==> src/rtl/scl_gen_pkg.sv <==
package scl_gen_pkg;

    localparam int DIV_W   = 8;
    localparam int EXP_W   = 3;
    localparam int CFG_W   = 2 * DIV_W + EXP_W;
    localparam int MAX_SH  = (1 << EXP_W) - 1;
    localparam int PER_W   = DIV_W + MAX_SH + 1;
    localparam int OVERHEAD = 3;

    typedef logic [PER_W-1:0] per_t;

    // Field order is fixed by the configuration word layout.
    typedef struct packed {
        logic [EXP_W-1:0] expo;
        logic [DIV_W-1:0] hdiv;
        logic [DIV_W-1:0] ldiv;
    } scl_cfg_t;

    typedef struct packed {
        per_t high_len;
        per_t low_len;
        per_t low_mid;
    } scl_times_t;

    typedef enum logic [2:0] {
        ST_IDLE,
        ST_START,
        ST_LOW,
        ST_HIGH,
        ST_PRESTOP,
        ST_STOP
    } scl_state_e;

    function automatic per_t phase_cycles(input logic [DIV_W-1:0] d,
                                          input logic [EXP_W-1:0] e);
        per_t wide;
        wide = {{(PER_W-DIV_W){1'b0}}, d};
        return (wide << e) + per_t'(OVERHEAD);
    endfunction

    function automatic logic is_low_phase(input scl_state_e s);
        return (s == ST_LOW) || (s == ST_PRESTOP);
    endfunction

endpackage

==> src/rtl/scl_cfg_hold.sv <==
module scl_cfg_hold
    import scl_gen_pkg::*;
(
    input  logic              clk,
    input  logic              rst,
    input  logic              hold_open,
    input  logic [CFG_W-1:0]  cfg_in,
    output scl_times_t        times
);

    scl_cfg_t cfg_q;

    // Capture only while idle so a running transfer keeps its timing.
    always_ff @(posedge clk) begin
        if (rst) begin
            cfg_q <= '0;
        end else if (hold_open) begin
            cfg_q <= scl_cfg_t'(cfg_in);
        end
    end

    always_comb begin
        times.high_len = phase_cycles(cfg_q.hdiv, cfg_q.expo);
        times.low_len  = phase_cycles(cfg_q.ldiv, cfg_q.expo);
        times.low_mid  = times.low_len >> 1;
    end

endmodule

==> src/rtl/scl_phase_ctr.sv <==
module scl_phase_ctr #(
    parameter int W = 16
) (
    input  logic         clk,
    input  logic         rst,
    input  logic         run,
    input  logic [W-1:0] len,
    input  logic [W-1:0] mid,
    output logic         at_first,
    output logic         at_mid,
    output logic         at_end
);

    logic [W-1:0] cnt_q;

    assign at_first = run && (cnt_q == '0);
    assign at_mid   = run && (cnt_q == mid);
    assign at_end   = run && (cnt_q == len - W'(1));

    always_ff @(posedge clk) begin
        if (rst) begin
            cnt_q <= '0;
        end else if (!run || at_end) begin
            cnt_q <= '0;
        end else begin
            cnt_q <= cnt_q + W'(1);
        end
    end

endmodule

==> src/rtl/scl_seq_fsm.sv <==
module scl_seq_fsm
    import scl_gen_pkg::*;
(
    input  logic       clk,
    input  logic       rst,
    input  logic       start_req,
    input  logic       stop_req,
    input  logic       phase_end,
    output scl_state_e state
);

    scl_state_e state_q, state_d;
    logic       pend_q, pend_d;
    logic       want_stop;

    assign state     = state_q;
    assign want_stop = pend_q || stop_req;

    always_comb begin
        state_d = state_q;
        pend_d  = pend_q;
        unique case (state_q)
            ST_IDLE: begin
                pend_d = 1'b0;
                if (start_req) state_d = ST_START;
            end
            ST_START: begin
                pend_d = want_stop;
                if (phase_end) state_d = ST_LOW;
            end
            ST_LOW: begin
                pend_d = want_stop;
                if (phase_end) state_d = ST_HIGH;
            end
            ST_HIGH: begin
                pend_d = want_stop;
                if (phase_end) begin
                    state_d = want_stop ? ST_PRESTOP : ST_LOW;
                    pend_d  = 1'b0;
                end
            end
            ST_PRESTOP: begin
                pend_d = 1'b0;
                if (phase_end) state_d = ST_STOP;
            end
            ST_STOP: begin
                pend_d = 1'b0;
                if (phase_end) state_d = ST_IDLE;
            end
            default: begin
                state_d = ST_IDLE;
                pend_d  = 1'b0;
            end
        endcase
    end

    always_ff @(posedge clk) begin
        if (rst) begin
            state_q <= ST_IDLE;
            pend_q  <= 1'b0;
        end else begin
            state_q <= state_d;
            pend_q  <= pend_d;
        end
    end

endmodule

==> src/rtl/scl_timing_gen.sv <==
module scl_timing_gen
    import scl_gen_pkg::*;
(
    input  logic             clk,
    input  logic             rst,
    input  logic [CFG_W-1:0] cfg_word,
    input  logic             start_req,
    input  logic             stop_req,
    output logic             busy,
    output logic             scl_oe,
    output logic             scl_level,
    output logic             sample_stb,
    output logic             change_stb,
    output logic             start_stb,
    output logic             stop_stb
);

    scl_state_e state;
    scl_times_t times;
    per_t       cur_len;
    logic       low_ph;
    logic       at_first, at_mid, at_end;

    assign busy   = (state != ST_IDLE);
    assign low_ph = is_low_phase(state);

    scl_cfg_hold u_cfg (
        .clk       (clk),
        .rst       (rst),
        .hold_open (!busy),
        .cfg_in    (cfg_word),
        .times     (times)
    );

    assign cur_len = low_ph ? times.low_len : times.high_len;

    scl_phase_ctr #(.W(PER_W)) u_ctr (
        .clk      (clk),
        .rst      (rst),
        .run      (busy),
        .len      (cur_len),
        .mid      (times.low_mid),
        .at_first (at_first),
        .at_mid   (at_mid),
        .at_end   (at_end)
    );

    scl_seq_fsm u_fsm (
        .clk       (clk),
        .rst       (rst),
        .start_req (start_req),
        .stop_req  (stop_req),
        .phase_end (at_end),
        .state     (state)
    );

    assign scl_oe     = low_ph;
    assign scl_level  = !low_ph;
    assign sample_stb = (state == ST_HIGH)  && at_first;
    assign start_stb  = (state == ST_START) && at_first;
    assign stop_stb   = (state == ST_STOP)  && at_end;
    assign change_stb = low_ph && at_mid;

endmodule

==> config.mk <==
export PLATFORM = sky130hd
export DESIGN_NAME = scl_timing_gen
export DESIGN_NICKNAME = d
export VERILOG_FILES = /design/src/rtl/scl_gen_pkg.sv /design/src/rtl/scl_cfg_hold.sv /design/src/rtl/scl_phase_ctr.sv /design/src/rtl/scl_seq_fsm.sv /design/src/rtl/scl_timing_gen.sv
export SDC_FILE = /design/constraint.sdc
export NUM_CORES = 1
export LEC_CHECK = 0
export BUFFER_PORTS_ARGS = -buffer_cell sky130_fd_sc_hd__buf_2
export CORE_MARGIN = 4
export CORE_UTILIZATION = 55
export DETAILED_ROUTE_END_ITERATION = 6
export PLACE_DENSITY = 0.81
export SYNTH_ARGS = -nofsm -noshare
export SYNTH_HDL_FRONTEND = slang
export SYNTH_SLANG_ARGS = --single-unit
export TNS_END_PERCENT = 50
==> constraint.sdc <==
create_clock -name clk -period 13.75 [get_ports clk]
set_input_delay 1.375 -clock clk [delete_from_list [all_inputs] [get_ports clk]]
set_output_delay 1.375 -clock clk [all_outputs]
set_load 0.02 [all_outputs]
==> results.sh, run 1 <==
export IMPL_rsz0062_at_grt="no"
export IMPL_clock_path_buffers=2
export IMPL_slew_viol_final=0
export IMPL_synth_seq_cells=39
export IMPL_layout_drive_gt1_share_pct=14.1
export IMPL_critical_path_peak_fanout=37
export IMPL_clk_pin_slew_ns=0.09
export IMPL_grt_pass1_wl_um=18400
export IMPL_hold_buffers=0
export IMPL_ant_nets=0
export IMPL_gp_congestion=0.980
export IMPL_numPortBuffers=29
export IMPL_min_period_over_period_pct=50.6
export IMPL_core_sq_um=7210
export IMPL_syn_to_final_growth_pct=6.10
export IMPL_critical_path_required_ns=12.38
export IMPL_dpl_hpwl_um=8280
export IMPL_gr_usage_all_layers_pct=25.7
export IMPL_clkLatencyLatePin_ns=0.30
export IMPL_syn_nets=575
export IMPL_ios=30
export IMPL_wl_per_cell_um=16.7
export IMPL_totalPowerFinal_w=0.000366
export IMPL_vias=4137
export IMPL_drc_errors=0
export IMPL_setup_viol=0
export IMPL_initial_core_util_pct=56.6
export IMPL_via_per_inst=6.35
export IMPL_fmax_ghz=0.144
export IMPL_antenna_cells=0
export IMPL_min_path_type="register to register"
export IMPL_grt_max_degree=47
export IMPL_worst_pin_slew_ns=0.816
export IMPL_drv_cap=0
export IMPL_drtIter0Drc=353
export IMPL_hold_violations=0
export IMPL_row_count=31
export IMPL_ys_types=72
export IMPL_arrival_ns=5.58
export IMPL_final_setup_tns_ns=0
export IMPL_powerDensity_nw_per_um2=84.6
export IMPL_crit_path_end_kind="output port"
export IMPL_ys_warn_count=0
export IMPL_slew_headroom_pct=45.3
export IMPL_cts_root_buffer="clkbuf_8"
export IMPL_dr_pass1_iters=5
export IMPL_fp_dieH_um=94.1
export IMPL_grt_pass1_vias=3755
export IMPL_postCtsSetupBuffers=0
export IMPL_skew_ns=0.00918
export IMPL_async_flop_share_pct=0
export IMPL_power_leakage_nw=1.51
export IMPL_peakVddDrop_mv=0.0635
export IMPL_cts_max_level=2
export IMPL_synth_main_ff_cell="dfxtp_1"
export IMPL_regToRegSetupSlack_ns=8.46
export IMPL_status="complete, no violations"
export IMPL_die_w_um=94.1
export IMPL_grt_remaining_overflow=0
export IMPL_drt_total_wl_um=10900
export IMPL_cts_resized=0
export IMPL_fin_crit_ns=6.96
export IMPL_crit_type="register to output port"
export IMPL_critPathLaunchType="register"
export IMPL_synthCells=547
export IMPL_cts_inserted_buffers=5
export IMPL_nets=579
export IMPL_synth_edf_count=0
export IMPL_cts_tree="yes"
export IMPL_antenna_found_initial=0
export IMPL_cts_sinks=39
export IMPL_die_area_sq_um=8860
export IMPL_synth_area_sq_um=4080
export IMPL_syn_mean_instance_area_sq_um=7.46
export IMPL_yosysSeqAreaShare_pct=19.1
[cell type report]
type	count	area, sq um
multi-input combinational	457	3070
inverter	14	52.6
tap	99	124
clock buffer	6	82.6
timing repair buffer	34	183
clock inverter	2	35.0
sequential	39	781
fill	694	2890
[synthesized netlist by cell type, drive strengths merged (2+ instances only)]
library cell | count | area (sq um)
a2111oi | 4 | 53.8
and2 | 6 | 37.5
a211oi | 10 | 75.1
nand3b | 5 | 37.5
nor3 | 14 | 70.1
a211o | 3 | 26.3
or2 | 5 | 31.3
nand2 | 77 | 297
o22ai | 2 | 12.5
a22oi | 4 | 30.0
nor4 | 12 | 81.3
nor2b | 9 | 56.3
o211ai | 7 | 57.6
ha | 5 | 62.6
a21o | 2 | 15.0
or3 | 5 | 31.3
and3 | 11 | 68.8
inv | 12 | 45.0
nor3b | 4 | 30.0
buf | 15 | 97.6
a21oi | 36 | 180
nand4 | 8 | 50.1
clkinv | 2 | 7.51
xor2 | 13 | 114
a22o | 2 | 17.5
a31oi | 3 | 18.8
mux2 | 15 | 169
mux4 | 5 | 113
xnor2 | 38 | 333
nand2b | 7 | 43.8
nor2 | 43 | 164
dfxtp | 39 | 781
nand3 | 26 | 130
o21ai | 20 | 100
or3b | 3 | 28.8
o221ai | 2 | 17.5
nor4b | 4 | 50.1
clkbuf | 22 | 82.6
mux2i | 23 | 230
a32oi | 4 | 35.0
[report_power, final]
part	internal (W)	total, W	switching (W)
combinational	0.0000547	0.000136	0.0000817
clock	0.0000588	0.000103	0.0000439
sequential	0.000118	0.000127	0.00000885
[layer usage]
layer	routed length [um]	part of all wire (%)	GRT usage [%]
met2	5070	47	42.6
met1	4670	43	33.4
met4	390	3.6	10.1
met3	757	7.0	3.53
met5	0	0	0
[cells in the final DEF, fill, tap and decap left out, types with 3 or more instances in the layout]
cell type and count:
nor2b_1 9, a211o_1 3, mux4_2 5, inv_1 12
nand4_1 8, nor3_1 13, ha_1 5, a211oi_1 10
nor2_1 42, xor2_1 13, mux2_2 15, buf_2 29
a2111oi_0 3, xnor2_1 38, o21ai_0 18, mux2i_1 23
nor3b_1 4, o211ai_1 6, a32oi_1 4, nor4b_1 3
or2_2 4, and2_1 6, a21oi_1 36, a22oi_1 4
nand3_1 26, nand2b_1 7, nor4_1 11, nand3b_1 5
and3_1 11, a31oi_1 3, buf_4 5, clkbuf_8 6
dfxtp_1 39, nand2_1 76, or3_1 5
[kinds of logic (layout without fill, tap and decap cells)]
group | count (synthesis) | in the layout | share of synthesized area, %
mux | 43 | 43 | 12.5
compound gates | 114 | 114 | 19.3
buf+inv | 51 | 56 | 5.70
simple gates | 244 | 244 | 30.9
xor+xnor | 51 | 51 | 10.9
flops | 39 | 39 | 19.1
fa+ha+maj | 5 | 5 | 1.53
[per-stage QoR]
step | hold WS [ns] | setup slack, ns | std cells | utilization (%) | cell area (sq um)
after detailed placement | 0.489 | 7.20 | 643 | 58.4 | 4210
after global placement | 0.478 | 7.40 | 643 | 58.4 | 4210
after floorplan | 0.458 | 7.34 | 547 | - | 4080
after CTS | 0.498 | 6.86 | 651 | 60.0 | 4330
after global routing | 0.518 | 6.44 | 651 | 60.0 | 4330
final | 0.498 | 6.79 | 651 | 60.0 | 4330
[worst paths after layout]
check	from	end	cells past startpoint
worst min register to register	u_cfg.cfg_q[5]$_SDFFE_PP0P_	u_cfg.cfg_q[5]$_SDFFE_PP0P_	2
worst min-delay path	u_cfg.cfg_q[5]$_SDFFE_PP0P_	u_cfg.cfg_q[5]$_SDFFE_PP0P_	2
worst max register to register	u_cfg.cfg_q[18]$_SDFFE_PP0P_	u_ctr.cnt_q[9]$_SDFF_PP0_	13
worst max-delay path	u_cfg.cfg_q[18]$_SDFFE_PP0P_	stop_stb	13
[worst max-delay path, stage by stage, from the launching register on]
cell,delay (ns)
dfxtp_1,0.31
buf_4,0.32
clkinv_1,0.41
nor2_1,0.53
a32oi_1,0.35
o41ai_1,0.81
o22ai_1,0.26
xnor2_1,0.20
a2111oi_0,0.48
o211ai_1,0.20
or4b_4,0.59
or3b_4,0.46
nor3_1,0.17
buf_2,0.20
[state kept, by name (all words and copies together), names as in the netlist]
register      count
u_cfg.cfg_q      19
u_ctr.cnt_q      16
u_fsm.state       3
u_fsm.pend_q      1
Power figures use the tool's default switching activity.
==> inputs of run 2 (changes only) <==
PLACE_DENSITY = 0.84   (was 0.81)
clock period = 5.98 ns   (was 13.75 ns; I/O delays follow)
==> run 2 against run 1 <==
Worst setup slack worse by 6.5 ns. Clock-buffer cell count is 1 higher. Flip-flop and latch count stayed put. Critical endpoint unchanged.
==> results.sh, run 2 (synthesis gave the netlist of run 1 again) <==
export IMPL_gp_congestion=1.02
export IMPL_cts_sinks=39
export IMPL_totalPowerFinal_w=0.000802
export IMPL_nets=588
export IMPL_core_sq_um=7210
export IMPL_final_setup_tns_ns=0
export IMPL_syn_to_final_growth_pct=7.45
export IMPL_regMostFlops="u_cfg.cfg_q"
export IMPL_worst_pin_slew_ns=0.638
export IMPL_crit_chain="clkinv_1 > buf_4 > nor2_1 > a32oi_1 > o41ai_1 > o22ai_1 > xnor2_1 > a2111oi_0 > o211ai_1 > or4b_4 > or3b_4 > nor3_1 > buf_2"
export IMPL_path_delay_family="compound AO/OA/AOI/OAI gates"
export IMPL_peakVddDrop_mv=0.172
export IMPL_row_count=31
export IMPL_antenna_found_initial=0
export IMPL_clk_pin_slew_ns=0.08
export IMPL_cts_inserted_buffers=5
export IMPL_numPortBuffers=29
export IMPL_max_stage_delay_ns=0.66
export IMPL_power_leakage_nw=1.54
export IMPL_vias=4205
export IMPL_min_period_over_period_pct=94.7
export IMPL_clkLatencyLatePin_ns=0.30
export IMPL_critical_path_required_ns=5.38
export IMPL_slew_viol_final=0
export IMPL_drc_errors=0
export IMPL_critPathLaunch="u_cfg.cfg_q[18]$_SDFFE_PP0P_"
export IMPL_hold_violations=0
export IMPL_critical_path_peak_fanout=12
export IMPL_powerDensity_nw_per_um2=183
export IMPL_die_w_um=94.1
export IMPL_grt_pass1_wl_um=19100
export IMPL_arrival_ns=5.06
export IMPL_setup_viol=0
export IMPL_final_fill_count=657
export IMPL_dpl_hpwl_um=8710
export IMPL_cp_slowest_cell="dfxtp_1"
export IMPL_register_area_sq_um=783
export IMPL_clock_path_buffers=2
export IMPL_fmax_ghz=0.177
export IMPL_skew_ns=0.00924
export IMPL_antenna_cells=0
export IMPL_hp_start="u_cfg.cfg_q[14]$_SDFFE_PP0P_"
export IMPL_layout_common_cells="76 x nand2_1, 42 x nor2_1, 38 x xnor2_1"
export IMPL_layout_drive_gt1_share_pct=16.2
export IMPL_drt_total_wl_um=11400
export IMPL_r2r_start="u_cfg.cfg_q[18]$_SDFFE_PP0P_"
export IMPL_ant_nets=0
export IMPL_slew_headroom_pct=57.5
export IMPL_cts_root_buffer="clkbuf_8"
export IMPL_grt_max_degree=32
export IMPL_drv_cap=0
export IMPL_crit_type="register to output port"
export IMPL_min_path_type="register to register"
export IMPL_largest_reg_flops=19
export IMPL_final_common_cell="nand2_1"
export IMPL_wl_per_cell_um=17.3
export IMPL_grt_pass1_vias=3928
export IMPL_ios=30
export IMPL_fin_crit_ns=5.66
export IMPL_critPathLaunchType="register"
export IMPL_place_worst_setup_slack_ns=0.341
export IMPL_status="complete, no violations"
export IMPL_grt_remaining_overflow=0
export IMPL_via_per_inst=6.37
export IMPL_crit_path_end_kind="output port"
export IMPL_cts_tree="yes"
export IMPL_hold_buffers=0
export IMPL_multiInputGateArea_sq_um=3090
export IMPL_fp_dieH_um=94.1
export IMPL_fin_ws_ns=0.319
export IMPL_drtIter0Drc=311
export IMPL_initial_core_util_pct=56.6
export IMPL_gr_usage_all_layers_pct=26.9
export IMPL_path_buf_inv=3
export IMPL_dr_pass1_iters=5
export IMPL_cts_max_level=2
export IMPL_die_area_sq_um=8860
-- run 2: cell types whose count changed in the layout (fill, tap and decap cells not counted), sizes merged --
cell / change
buf: +9
clkbuf: +1
bufinv: -1
-- run 2: metal layers --
layer / GRT usage, % / vias to the layer above / share of wire (%)
li1: - / 1998 / -
met1: 36.2 / 1998 / 44
met4: 9.27 / 0 / 2.7
met3: 3.37 / 25 / 6.8
met2: 44.2 / 184 / 47
met5: 0 / - / 0
-- run 2: power breakdown --
| part | internal, W | leakage (nW) | switching, W |
|---|---|---|---|
| registers | 0.000272 | 0.320 | 0.0000285 |
| logic | 0.000133 | 1.18 | 0.000188 |
| clock network | 0.0000820 | 0.0422 | 0.0000981 |
-- run 2: worst paths after layout --
kind,to,slack [ns],cells past startpoint
setup / recovery,stop_stb,0.32,13
hold / removal,u_cfg.cfg_q[14]$_SDFFE_PP0P_,0.51,2
setup reg to reg,u_fsm.pend_q$_SDFF_PP0_,1.18,13
hold reg to reg,u_cfg.cfg_q[14]$_SDFFE_PP0P_,0.51,2
-- run 2: layout make-up --
class	count	share of cell area, %
Timing Repair Buffer	43	5.71
Inverter	14	1.20
Tap cell	99	2.83
Clock buffer	7	1.74
Sequential cell	39	17.9
Clock inverter	1	0.114
Multi-Input combinational cell	457	70.5
-- run 2: what timing repair did --
item,4_1_cts,5_1_grt
gates resized for setup,1,5
pin swaps,0,0
setup buffers,0,0
endpoints found under the setup margin,1,1
-- run 2: worst min-delay path, delay by kind of cell, from the launching register on --
kind / cells / cell delay, ns
compound gates: 1 / 0.05
flops: 1 / 0.35
simple gates: 1 / 0.07
-- run 2: per-stage QoR --
stage | cells | area [sq um] | util [%] | hold WS (ns)
2_1_floorplan | 547 | 4080 | - | 0.458
3_5_place_dp | 652 | 4280 | 59.3 | 0.501
4_1_cts | 660 | 4370 | 60.5 | 0.511
3_3_place_gp | 652 | 4280 | 59.3 | 0.484
6_report | 660 | 4380 | 60.8 | 0.511
5_1_grt | 660 | 4380 | 60.8 | 0.514
